<file path="config.mk">
export PLATFORM = sky130hd
export DESIGN_NAME = fetch_seq
export DESIGN_NICKNAME = d
export VERILOG_FILES = /design/src/rtl/fseq_pkg.sv /design/src/rtl/fseq_ctrl.sv /design/src/rtl/fseq_pc.sv /design/src/rtl/fseq_valid.sv /design/src/rtl/fetch_seq.sv
export SDC_FILE = /design/constraint.sdc
export NUM_CORES = 1
export LEC_CHECK = 0
export CAP_MARGIN = 20
export CORE_ASPECT_RATIO = 1.75
export CORE_MARGIN = 1.5
export CORE_UTILIZATION = 30
export CTS_CLUSTER_SIZE = 12
export DETAILED_ROUTE_END_ITERATION = 7
export GPL_TIMING_DRIVEN = 0
export MAX_ROUTING_LAYER = met4
export PLACE_DENSITY_LB_ADDON = 0.15
export REMOVE_ABC_BUFFERS = 1
export SETUP_SLACK_MARGIN = 0.3
export SLEW_MARGIN = 20
export SYNTH_ARGS = -nofsm -noshare
export SYNTH_HDL_FRONTEND = slang
export SYNTH_SLANG_ARGS = --single-unit
</file>
<file path="constraint.sdc">
create_clock -name clk -period 2.1 [get_ports clk]
set_input_delay 0.315 -clock clk [delete_from_list [all_inputs] [get_ports clk]]
set_output_delay 0.315 -clock clk [all_outputs]
set_load 0.02 [all_outputs]
</file>
<file path="src/rtl/fseq_pkg.sv">
package fseq_pkg;

    typedef enum logic [1:0] {
        ST_RUN    = 2'd0,
        ST_DATA   = 2'd1,
        ST_RESUME = 2'd2
    } seq_state_e;

endpackage

</file>
<file path="src/rtl/fseq_ctrl.sv">
module fseq_ctrl
    import fseq_pkg::*;
(
    input  logic       clk,
    input  logic       rst,
    input  logic       hold_i,
    input  logic       dec_valid_i,
    input  logic       ex_valid_i,
    input  logic       ls_req_i,
    input  logic       br_taken_i,
    output seq_state_e state_o,
    output logic       advance_o,
    output logic       redirect_o,
    output logic       port_data_o
);

    seq_state_e state_q;
    seq_state_e state_d;
    logic       ls_in_dec;

    assign ls_in_dec = dec_valid_i && ls_req_i;

    // state register
    always_ff @(posedge clk) begin
        if (rst) begin
            state_q <= ST_RUN;
        end else if (!hold_i) begin
            state_q <= state_d;
        end
    end

    // next state
    always_comb begin
        state_d = state_q;
        unique case (state_q)
            ST_RUN:    state_d = ls_in_dec ? ST_DATA : ST_RUN;
            ST_DATA:   state_d = ST_RESUME;
            ST_RESUME: state_d = ls_in_dec ? ST_DATA : ST_RUN;
            default:   state_d = ST_RUN;
        endcase
    end

    // outputs
    always_comb begin
        advance_o   = 1'b0;
        redirect_o  = 1'b0;
        port_data_o = 1'b0;
        unique case (state_q)
            ST_RUN: begin
                advance_o  = 1'b1;
                redirect_o = ex_valid_i && br_taken_i;
            end
            ST_DATA: begin
                port_data_o = 1'b1;
            end
            ST_RESUME: begin
                advance_o = 1'b1;
            end
            default: begin
                advance_o = 1'b0;
            end
        endcase
    end

    assign state_o = state_q;


    data_one_cycle_chk: assert property (@(posedge clk) disable iff (rst)
        (state_q == ST_DATA && !hold_i) |=> (state_q == ST_RESUME));


    hold_state_chk: assert property (@(posedge clk) disable iff (rst)
        hold_i |=> $stable(state_q));

endmodule

</file>
<file path="src/rtl/fseq_pc.sv">
module fseq_pc #(
    parameter int             AW       = 32,
    parameter int             STEP     = 4,
    parameter logic [AW-1:0]  RESET_PC = '0
) (
    input  logic          clk,
    input  logic          rst,
    input  logic          hold_i,
    input  logic          advance_i,
    input  logic          redirect_i,
    input  logic [AW-1:0] target_i,
    output logic [AW-1:0] pc_o
);

    localparam logic [AW-1:0] INC = AW'(STEP);

    logic [AW-1:0] pc_q;

    always_ff @(posedge clk) begin
        if (rst) begin
            pc_q <= RESET_PC;
        end else if (!hold_i && advance_i) begin
            pc_q <= redirect_i ? target_i : pc_q + INC;
        end
    end

    assign pc_o = pc_q;


    hold_pc_chk: assert property (@(posedge clk) disable iff (rst)
        hold_i |=> $stable(pc_q));


    no_advance_pc_chk: assert property (@(posedge clk) disable iff (rst)
        (!advance_i) |=> $stable(pc_q));

endmodule

</file>
<file path="src/rtl/fseq_valid.sv">
module fseq_valid (
    input  logic clk,
    input  logic rst,
    input  logic hold_i,
    input  logic advance_i,
    input  logic redirect_i,
    output logic dec_valid_o,
    output logic ex_valid_o
);

    logic dv_q;
    logic xv_q;

    always_ff @(posedge clk) begin
        if (rst) begin
            dv_q <= 1'b0;
            xv_q <= 1'b0;
        end else if (!hold_i && advance_i) begin
            dv_q <= !redirect_i;
            xv_q <= dv_q;
        end
    end

    assign dec_valid_o = dv_q;
    assign ex_valid_o  = xv_q;


    hold_valid_chk: assert property (@(posedge clk) disable iff (rst)
        hold_i |=> ($stable(dv_q) && $stable(xv_q)));

endmodule

</file>
<file path="src/rtl/fetch_seq.sv">
module fetch_seq
    import fseq_pkg::*;
#(
    parameter int             AW       = 32,
    parameter int             STEP     = 4,
    parameter logic [AW-1:0]  RESET_PC = '0
) (
    input  logic          clk,
    input  logic          rst,
    input  logic          hold_i,
    input  logic          ls_req_i,
    input  logic [AW-1:0] ls_addr_i,
    input  logic          br_taken_i,
    input  logic [AW-1:0] br_target_i,
    output logic [AW-1:0] mem_addr_o,
    output logic          mem_sel_data_o,
    output logic          dec_valid_o,
    output logic          ex_valid_o
);

    localparam logic [AW-1:0] INC = AW'(STEP);

    seq_state_e    state;
    logic          advance;
    logic          redirect;
    logic          port_data;
    logic [AW-1:0] pc;

    fseq_ctrl u_ctrl (
        .clk         (clk),
        .rst         (rst),
        .hold_i      (hold_i),
        .dec_valid_i (dec_valid_o),
        .ex_valid_i  (ex_valid_o),
        .ls_req_i    (ls_req_i),
        .br_taken_i  (br_taken_i),
        .state_o     (state),
        .advance_o   (advance),
        .redirect_o  (redirect),
        .port_data_o (port_data)
    );

    fseq_pc #(
        .AW       (AW),
        .STEP     (STEP),
        .RESET_PC (RESET_PC)
    ) u_pc (
        .clk        (clk),
        .rst        (rst),
        .hold_i     (hold_i),
        .advance_i  (advance),
        .redirect_i (redirect),
        .target_i   (br_target_i),
        .pc_o       (pc)
    );

    fseq_valid u_valid (
        .clk         (clk),
        .rst         (rst),
        .hold_i      (hold_i),
        .advance_i   (advance),
        .redirect_i  (redirect),
        .dec_valid_o (dec_valid_o),
        .ex_valid_o  (ex_valid_o)
    );

    assign mem_sel_data_o = port_data;
    assign mem_addr_o     = port_data ? ls_addr_i : pc;


    not_taken_seq_chk: assert property (@(posedge clk) disable iff (rst)
        (state == ST_RUN && ex_valid_o && !br_taken_i && !hold_i && !mem_sel_data_o)
        |=> (mem_sel_data_o || mem_addr_o == $past(mem_addr_o) + INC));


    taken_squash_chk: assert property (@(posedge clk) disable iff (rst)
        (state == ST_RUN && ex_valid_o && br_taken_i && !hold_i)
        |=> (!dec_valid_o && ex_valid_o));


    ls_enter_data_chk: assert property (@(posedge clk) disable iff (rst)
        (state != ST_DATA && dec_valid_o && ls_req_i && !hold_i)
        |=> (mem_sel_data_o && ex_valid_o));


    data_port_release_chk: assert property (@(posedge clk) disable iff (rst)
        (mem_sel_data_o && !hold_i) |=> !mem_sel_data_o);

endmodule

</file>
==> results.md, run 1 <==
- The first global-routing pass estimated ~17000 um of wire.
- The detail route stage leaves a number of antenna-violating nets equal to 0.
- The post-synthesis async set-or-reset flop share is 0.
- The initialized floorplan defines 45 standard-cell rows.
- The type of the setup path with the least slack is reg2out.
- The endpoint class of the critical path is a primary output.
- Entering global routing, the biggest net connects 40 pins.
- The number of I/O port buffers is approximately 100.
- Detailed placement ended at an HPWL of ~7000 um.
- The maximum fanout count along the critical path is 6.
- In this run, distinct cell masters in the synthesized netlist total 53.
- The clock latency on the worst-skew pair is between 0.2 and 0.3 ns.
- Of the available clock period, the critical path in the final layout requires 0.897.
- The overflow left after global routing is 0.
- The worst reg2reg path depth is 5.
- The maximum buffer depth of the clock tree is 2.
- Yosys mapped a number of flops with a built-in enable equal to 0.
- After floorplanning, the core was sized to cover around 8800 sq um.
- The cts-stage hold buffer count is 0.
- The sink count of the clock tree is 36.
- For the worst setup path, the data arrival time is between 1.5 and 2 ns.
- The tree is rooted in a clkbuf_16.
- The post-route DRC violation count is 0.
- Of the cells placed in the final design, the portion with a size suffix greater than 1 is 0.351.
- For this run, the total global-route usage over all layers was measured as 0.239.
- The tool flagged a number of max-cap violations equal to 0.
- The mean routed wirelength per cell is about 20 um.
- The instance count of the mapped netlist is approximately 360.
- 0 antenna diodes ended up in the layout.
- The worst hold path terminates at u_pc.pc_o[0]$_SDFFE_PP0P_.
- The number of H-tree levels is 2.
- For this configuration, the core starts out at a cell density of 0.311.
- The worst voltage drop across the vdd grid is 0.000327 V.
- Hold is met by between 0.2 and 0.25 ns.
- The source of the worst register-to-register timing path is u_pc.pc_o[9]$_SDFFE_PP0P_.
- The worst setup path is launched from a flop.
- The prevailing post-synth register cell is dfxtp_1.
- Summing all non-filler instances in the final layout gives an area of 4760 sq um.
- Measured against its own limit, the worst slew margin works out to 0.480.
- The die is roughly 130 um tall.
- The fraction of the yosys area taken by sequential cells is 0.264.
- The fmax is around 530 MHz.
- The number of antenna violations at the first check in global routing was 0.
- The number of design-rule violations left by the first detailed-router iteration is around 210.
- STA puts the critical path data required time at 1.78 ns.
- In the final layout, flip-flops and latches occupy around 770 sq um.
- After layout, the minimum clock period comes to about 1.9 ns.
- For this block, the via count after detailed routing is approximately 3500.
- In this run the count of I/O pins placed on the die edge is 104.
- In the layout the commonest cells are 67 x clkdlybuf4s50_1, 35 x a21oi_1, 34 x buf_6.
- The endpoint of the lowest-slack register-to-register path is u_pc.pc_o[28]$_SDFFE_PP0P_.
- After clock tree synthesis, the clock-pin slew on the worst setup and hold paths is around 0.060 ns.
- The source of the worst hold timing path is rst.
- On the critical path, the stage with the largest delay is an instance of dfxtp_4.
- The growth of design area from synthesis to finish is 74.3%.
- The congestion estimate from routability-driven global placement came to 0.856.
- The number of inserted filler cells in the final layout is approximately 850.
- The path type of the worst min-delay path is in2reg.
- Summing all multi-input logic gate instances after layout gives between 2000 and 2500 sq um.
- The total power density per cell area is 441 nW/um^2.
- The die footprint is 9710 sq um.
- Counting instances, the worst hold path has a depth of 2.
- Setup repair after global routing could not meet its margin everywhere.
- After detailed routing, the number of vias per cell comes to about 5.8.
- The synthesis warning total is 0.
- TritonCTS built the clock tree.
- In this design, the stage delay of the slowest critical-path cell is 0.34 ns.
- Walking the worst path, the cells encountered are nor2b_4 > buf_4 > clkbuf_16 > mux2_4 > buf_6.
- Clock skew on the completed layout was measured at between 0.006 and 0.007 ns.
- The max-slew violation total from the final report is 0.
- In this run the horizontal extent of the chip is approximately 75 um.
- The count of final hold-check violations was 0.
- The per-instance average area after synthesis is ~7.6 sq um.
- The number of global-route vias before repair came to about 3200.
- The final wirelength is ~12000 um.
- The number of clock buffers added by TritonCTS is 5.
- Summing every instance area after synthesis gives 2730 sq um.
- In this run the static leakage power is ~0.0018 uW.
- The first-pass detailed-route iteration total is 5.
- The synthesis-stage register bit count is 36.
- The flow ran to the end, and the final reports show no timing, DRC or antenna violations.
- The placed instances occupy a cell area of just under 4000 sq um.
- The most common library cell in the layout ignoring fill and taps is clkdlybuf4s50_1.
- The actual slew at the worst max-slew pin is around 0.78 ns.
- The register-to-register path setup slack is ~0.27 ns.
- After the last flow step, the layout net total stands at ~550.
- Setup violations remaining at the end of the flow were counted as 0.
==> logic make-up (layout without fill, tap and decap cells) <==
group	after synthesis	count (layout)	share of synthesized area
adder cells (fa/ha/maj)	1	1	0.00458
multiplexers	32	32	0.131
AND/OR/NAND/NOR	155	158	0.321
XOR/XNOR	1	1	0.00321
AO/OA/AOI/OAI	99	99	0.223
buffers and inverters	37	158	0.0531
flip-flops	36	36	0.264
==> worst max-delay path, delay by kind of cell, from the launching register on <==
family | cells | cell delay, ns
buffers and inverters | 3 | 0.43
flip-flops | 1 | 0.34
multiplexers | 1 | 0.31
AND/OR/NAND/NOR | 1 | 0.20
==> Yosys cell counts (3+ instances only) <==
library cell	count	area, sq um
a21o_1	3	22.5
o22ai_1	5	31.3
nand4_1	14	87.6
o21ai_0	17	85.1
nor3b_1	3	22.5
a21oi_1	36	180
nor3_1	17	85.1
nor2_1	13	48.8
or3_1	7	43.8
mux2_2	30	338
a22oi_1	3	22.5
and4_1	4	35.0
dfxtp_1	36	721
clkbuf_1	27	101
o311ai_0	3	26.3
o211ai_1	11	82.6
or4_1	6	45.0
and2_1	5	31.3
nor4_1	7	43.8
and3_1	15	93.8
a31oi_1	9	56.3
nand2_1	29	109
nand3_1	19	95.1
buf_2	4	20.0
inv_1	4	15.0
==> power by group <==
part / switching (uW) / internal, uW
logic: 242 / 323
clock network: 307 / 469
registers: 55.1 / 705
total: 604 / 1500
==> metrics by stage <==
stage	instances	setup TNS (ns)	power, uW	setup slack (ns)	util
after floorplan	328	-30.48	954	-1.09	-
after global placement	548	-113.70	1220	-2.09	0.430
after detailed placement	551	-23.37	1230	-1.03	0.439
after CTS	588	0	2030	0.161	0.493
after global routing	602	0	2180	0.185	0.542
final	602	0	2100	0.216	0.542
==> final cells by class <==
class | instances | share of cell area
Clock buffer | 6 | 0.0292
Clock inverter | 2 | 0.00210
Sequential cell | 36 | 0.163
Inverter | 4 | 0.00315
Timing Repair Buffer | 146 | 0.320
Multi-Input combinational cell | 291 | 0.452
Tap cell | 117 | 0.0307
==> flip-flops by register name (all words and copies together), names as in the netlist <==
signal / flops
u_ctrl.state_o: 2
u_pc.pc_o: 32
u_valid.dec_valid_o: 1
u_valid.ex_valid_o: 1
==> timing repair <==
| action | 4_1_cts | 5_1_grt |
|---|---|---|
| buffers inserted | 25 | 10 |
| pin swaps | 9 | 7 |
| gates resized for setup | 165 | 130 |
| gates cloned | 4 | 4 |
| endpoints found under the setup margin | 66 | 54 |
==> metal layers <==
layer	GRT usage	part of all wire	up-vias
li1	-	-	1632
met1	0.284	0.40	1695
met2	0.407	0.53	134
met3	0.0233	0.048	20
met4	0.0893	0.024	0
met5	-	0	-
==> how the worst max path moves through the flow <==
stage,cells past startpoint,from,slack (ns),endpoint
final,5,u_ctrl.state_o[0]$_SDFFE_PP0N_,0.22,mem_addr_o[17]
after floorplan,2,u_ctrl.state_o[0]$_SDFFE_PP0N_,-1.09,mem_addr_o[10]
after global routing,5,u_ctrl.state_o[0]$_SDFFE_PP0N_,0.18,mem_addr_o[17]
after CTS,5,u_ctrl.state_o[0]$_SDFFE_PP0N_,0.16,mem_addr_o[13]
after global placement,3,u_ctrl.state_o[0]$_SDFFE_PP0N_,-2.09,mem_addr_o[28]
after detailed placement,5,hold_i,-1.03,u_pc.pc_o[26]$_SDFFE_PP0P_
(Power assumes the default switching activity.)
==> inputs of run 2 (changes only) <==
Settings changed: CORE_MARGIN 1.5 to unset.
==> results.md, run 2 (synthesis gave the netlist of run 1 again) <==
- The number of cells in the finished layout apart from fillers was 630 (was 602).
- Result of the run: finished clean (unchanged).
- The initial core utilization is 0.311 (unchanged).
- The count of final hold-check violations is 0 (unchanged).
- The final worst clock skew is 0.00348 ns (was 0.00696 ns).
- The maximum fanout count along the critical path is 6 (unchanged).
- The overall power of the completed layout came to 2100 uW (about the same).
- The register-to-register path setup slack is 0.14 ns (was 0.27 ns).
- The post-route DRC violation count is 0 (unchanged).
- The first element of the critical path is u_ctrl.state_o[0]$_SDFFE_PP0N_ (unchanged).
- The endpoint with the worst hold slack is u_pc.pc_o[1]$_SDFFE_PP0P_ (was u_pc.pc_o[0]$_SDFFE_PP0P_).
- The CTS buffer count is 5 (unchanged).
- The number of nets at the end of the flow is 582 (was 554).
- The root buffer cell is clkbuf_16 (unchanged).
- The final worst-path setup slack was 0.0798 ns (was 0.216 ns).
- The total buffers and inverters traversed by the critical path came to 5 (was 3).
- The maximum buffer depth of the clock tree is 2 (unchanged).
- The max-slew violation total from the final report is 0 (unchanged).
- The first-pass detailed-route iteration total came to 5 (unchanged).
- The worst path required time was 1.78 ns (about the same).
- The worst slack at placement came to -0.896 ns (was -1.03 ns).
- The top-level port count is 104 (unchanged).
- The via count of the routed design was 3611 (was 3481).
- The endpoint of the lowest-slack register-to-register path is u_pc.pc_o[25]$_SDFFE_PP0P_ (was u_pc.pc_o[28]$_SDFFE_PP0P_).
- Top library cells by usage in the layout, fill and taps aside: 67 x clkdlybuf4s50_1, 56 x buf_4, 36 x a21oi_1 (was 67 x clkdlybuf4s50_1, 35 x a21oi_1, 34 x buf_6).
- The most common library cell in the layout ignoring fill and taps is clkdlybuf4s50_1 (unchanged).
- The arrival time at the worst endpoint came to 1.71 ns (was 1.57 ns).
- The static leakage is 0.00197 uW (was 0.00181 uW).
- The wire length of the first global-routing pass is 18100 um (was 17200 um).
- The cell with the biggest individual delay on the critical path is dfxtp_4 (unchanged).
- The actual slew at the worst max-slew pin is 0.505 ns (was 0.779 ns).
- The clock latency on the worst-skew pair is 0.28 ns (about the same).
- Ordered cell list for the critical path: nor2b_4 > buf_12 > buf_12 > buf_16 > buf_6 > mux2_4 > buf_6 (was nor2b_4 > buf_4 > clkbuf_16 > mux2_4 > buf_6).
- The delay of the slowest cell on the worst path was 0.34 ns (about the same).
- The final setup violation count is 0 (unchanged).
- The number of standard-cell rows in the floorplan was 45 (unchanged).
- The flip-flop count of the largest register, all copies and words added is 32 (unchanged).
- The core region area was 8780 sq um (unchanged).
- The count of nets left with antenna violations after detail routing came to 0 (unchanged).
- The die footprint is 9510 sq um (was 9710 sq um).
- The TritonCTS clock tree is built (unchanged).
- The pin count of the biggest net entering global routing came to 36 (was 40).
- The growth of design area from synthesis to finish came to 82.4% (was 74.3%).
- The clock edge transition at the registers on the reported setup and hold paths is 0.06 ns (about the same).
- The weighted congestion at the end of routability-driven global placement is 0.863 (was 0.856).
- The average vias per placed instance is 5.73 (was 5.78).
- The number of global-route vias before repair was 3483 (was 3221).
- The worst slack on hold paths is 0.454 ns (was 0.234 ns).
- The worst voltage drop across the vdd grid is 0.000335 V (was 0.000327 V).
- The detailed placer's ending HPWL is 7010 um (was 6980 um).
- The number of H-tree levels is 2 (unchanged).
- The number of I/O port buffers is 103 (unchanged).
- The endpoint class of the critical path was a primary output (unchanged).
- The final wirelength is 12100 um (was 11900 um).
- The number of antenna violations at the first check in global routing is 0 (unchanged).
- The ratio of cells with drive above 1 in the final layout is 0.392 (was 0.351).
- Unrepaired setup endpoints after global routing: yes (unchanged).
- The family with the most delay on the worst path is buffers and inverters (unchanged).
- The max-capacitance violation count is 0 (unchanged).
- The number of design-rule violations left by the first detailed-router iteration is 238 (was 214).
- The path type of the worst min-delay path is in2reg (unchanged).
- The cell count of the worst hold path is 2 (unchanged).
- The kind of start point of the critical path is a flop (unchanged).
- The cell total after placement is 551 (unchanged).
- The overflow left after global routing is 0 (unchanged).
- The diode insertion count for antenna repair is 0 (unchanged).
- The total track usage is 0.255 (was 0.239).
- The total power density per cell area is 422 nW/um^2 (was 441 nW/um^2).
- The type of the setup path with the least slack is reg2out (unchanged).
- The final clock period utilization by the worst path is 0.962 (was 0.897).
- The fmax is 495 MHz (was 531 MHz).
- The mean routed wirelength per cell is 19.2 um (was 19.8 um).
- The die extent in y is 128 um (was 129 um).
- The sink count of the clock tree is 36 (unchanged).
- The clock period minus worst slack is 2.02 ns (was 1.88 ns).
- The source of the worst register-to-register timing path is u_ctrl.state_o[0]$_SDFFE_PP0N_ (was u_pc.pc_o[9]$_SDFFE_PP0P_).
- The cts-stage hold buffer count came to 0 (unchanged).
- The die outline width is 74.1 um (was 75.1 um).
- The worst reg2reg path depth was 6 (was 5).
- The source of the worst hold timing path is rst (unchanged).
- The worst-case headroom to the max-slew limit is 0.662 (was 0.480).
==> run 2: cell types whose count changed in the layout (fill, tap and decap cells not counted), moves of 3 or more <==
| cell | change |
|---|---|
| buf_4 | +27 |
| mux2_2 | +16 |
| mux2_4 | -16 |
| buf_6 | -13 |
| clkbuf_2 | +8 |
| buf_12 | +4 |
| buf_16 | +4 |
| buf_2 | +3 |
| clkbuf_16 | -3 |
| nand2_4 | +3 |
==> run 2: stage by stage <==
step,cell area [sq um],setup TNS [ns],util
detailed placement,3870,-20.46,0.440
CTS,4530,0,0.516
global placement,3780,-118.33,0.430
floorplan,2600,-30.48,-
finish,4980,0,0.567
global route,4980,0,0.567
==> run 2: worst max path at each step <==
stage | endpoint | cells after the start
final | mem_addr_o[8] | 7
after global routing | mem_addr_o[8] | 7
after CTS | mem_addr_o[12] | 5
after detailed placement | u_pc.pc_o[16]$_SDFFE_PP0P_ | 5
after global placement | mem_addr_o[14] | 4
after floorplan | mem_addr_o[10] | 2
==> run 2: timing repair <==
action,4_1_cts,5_1_grt
pin swaps,7,19
buffers inserted,33,31
endpoints found under the setup margin,66,50
cloned,6,1
gates resized for setup,164,108
==> run 2: layer usage <==
layer  part of all wire  wire (um)  track usage
met3              0.047        569       0.0220
met5                  0          0            -
met1               0.39       4670        0.288
met2               0.53       6350        0.449
met4              0.042        503        0.102
==> run 2: layout make-up <==
| cell class | count | area [sq um] |
|---|---|---|
| Fill cell | 838 | 3800 |
| Timing Repair Buffer | 174 | 1730 |
| Clock buffer | 8 | 146 |
| Tap cell | 117 | 146 |
| Multi-Input combinational cell | 291 | 2180 |
| Sequential cell | 36 | 772 |
| Inverter | 4 | 15.0 |
==> run 2: power by group <==
group | internal, uW | switching [uW] | leakage, uW
Sequential | 705 | 55.6 | 0.000304
Combinational | 322 | 249 | 0.00159
Clock | 474 | 298 | 0.0000712
==> run 2: worst register-to-register path: stages (launching register included) <==
cell	delay [ns]
dfxtp_4	0.34
buf_4	0.13
buf_12	0.13
or2_4	0.28
or3_1	0.36
or4_4	0.51
a31oi_1	0.14
==> inputs of run 3 (changes only) <==
Settings changed: CAP_MARGIN 20 to 10.
==> results of run 3 <==
Final layout, timing and power as in run 2 (identical DEF).
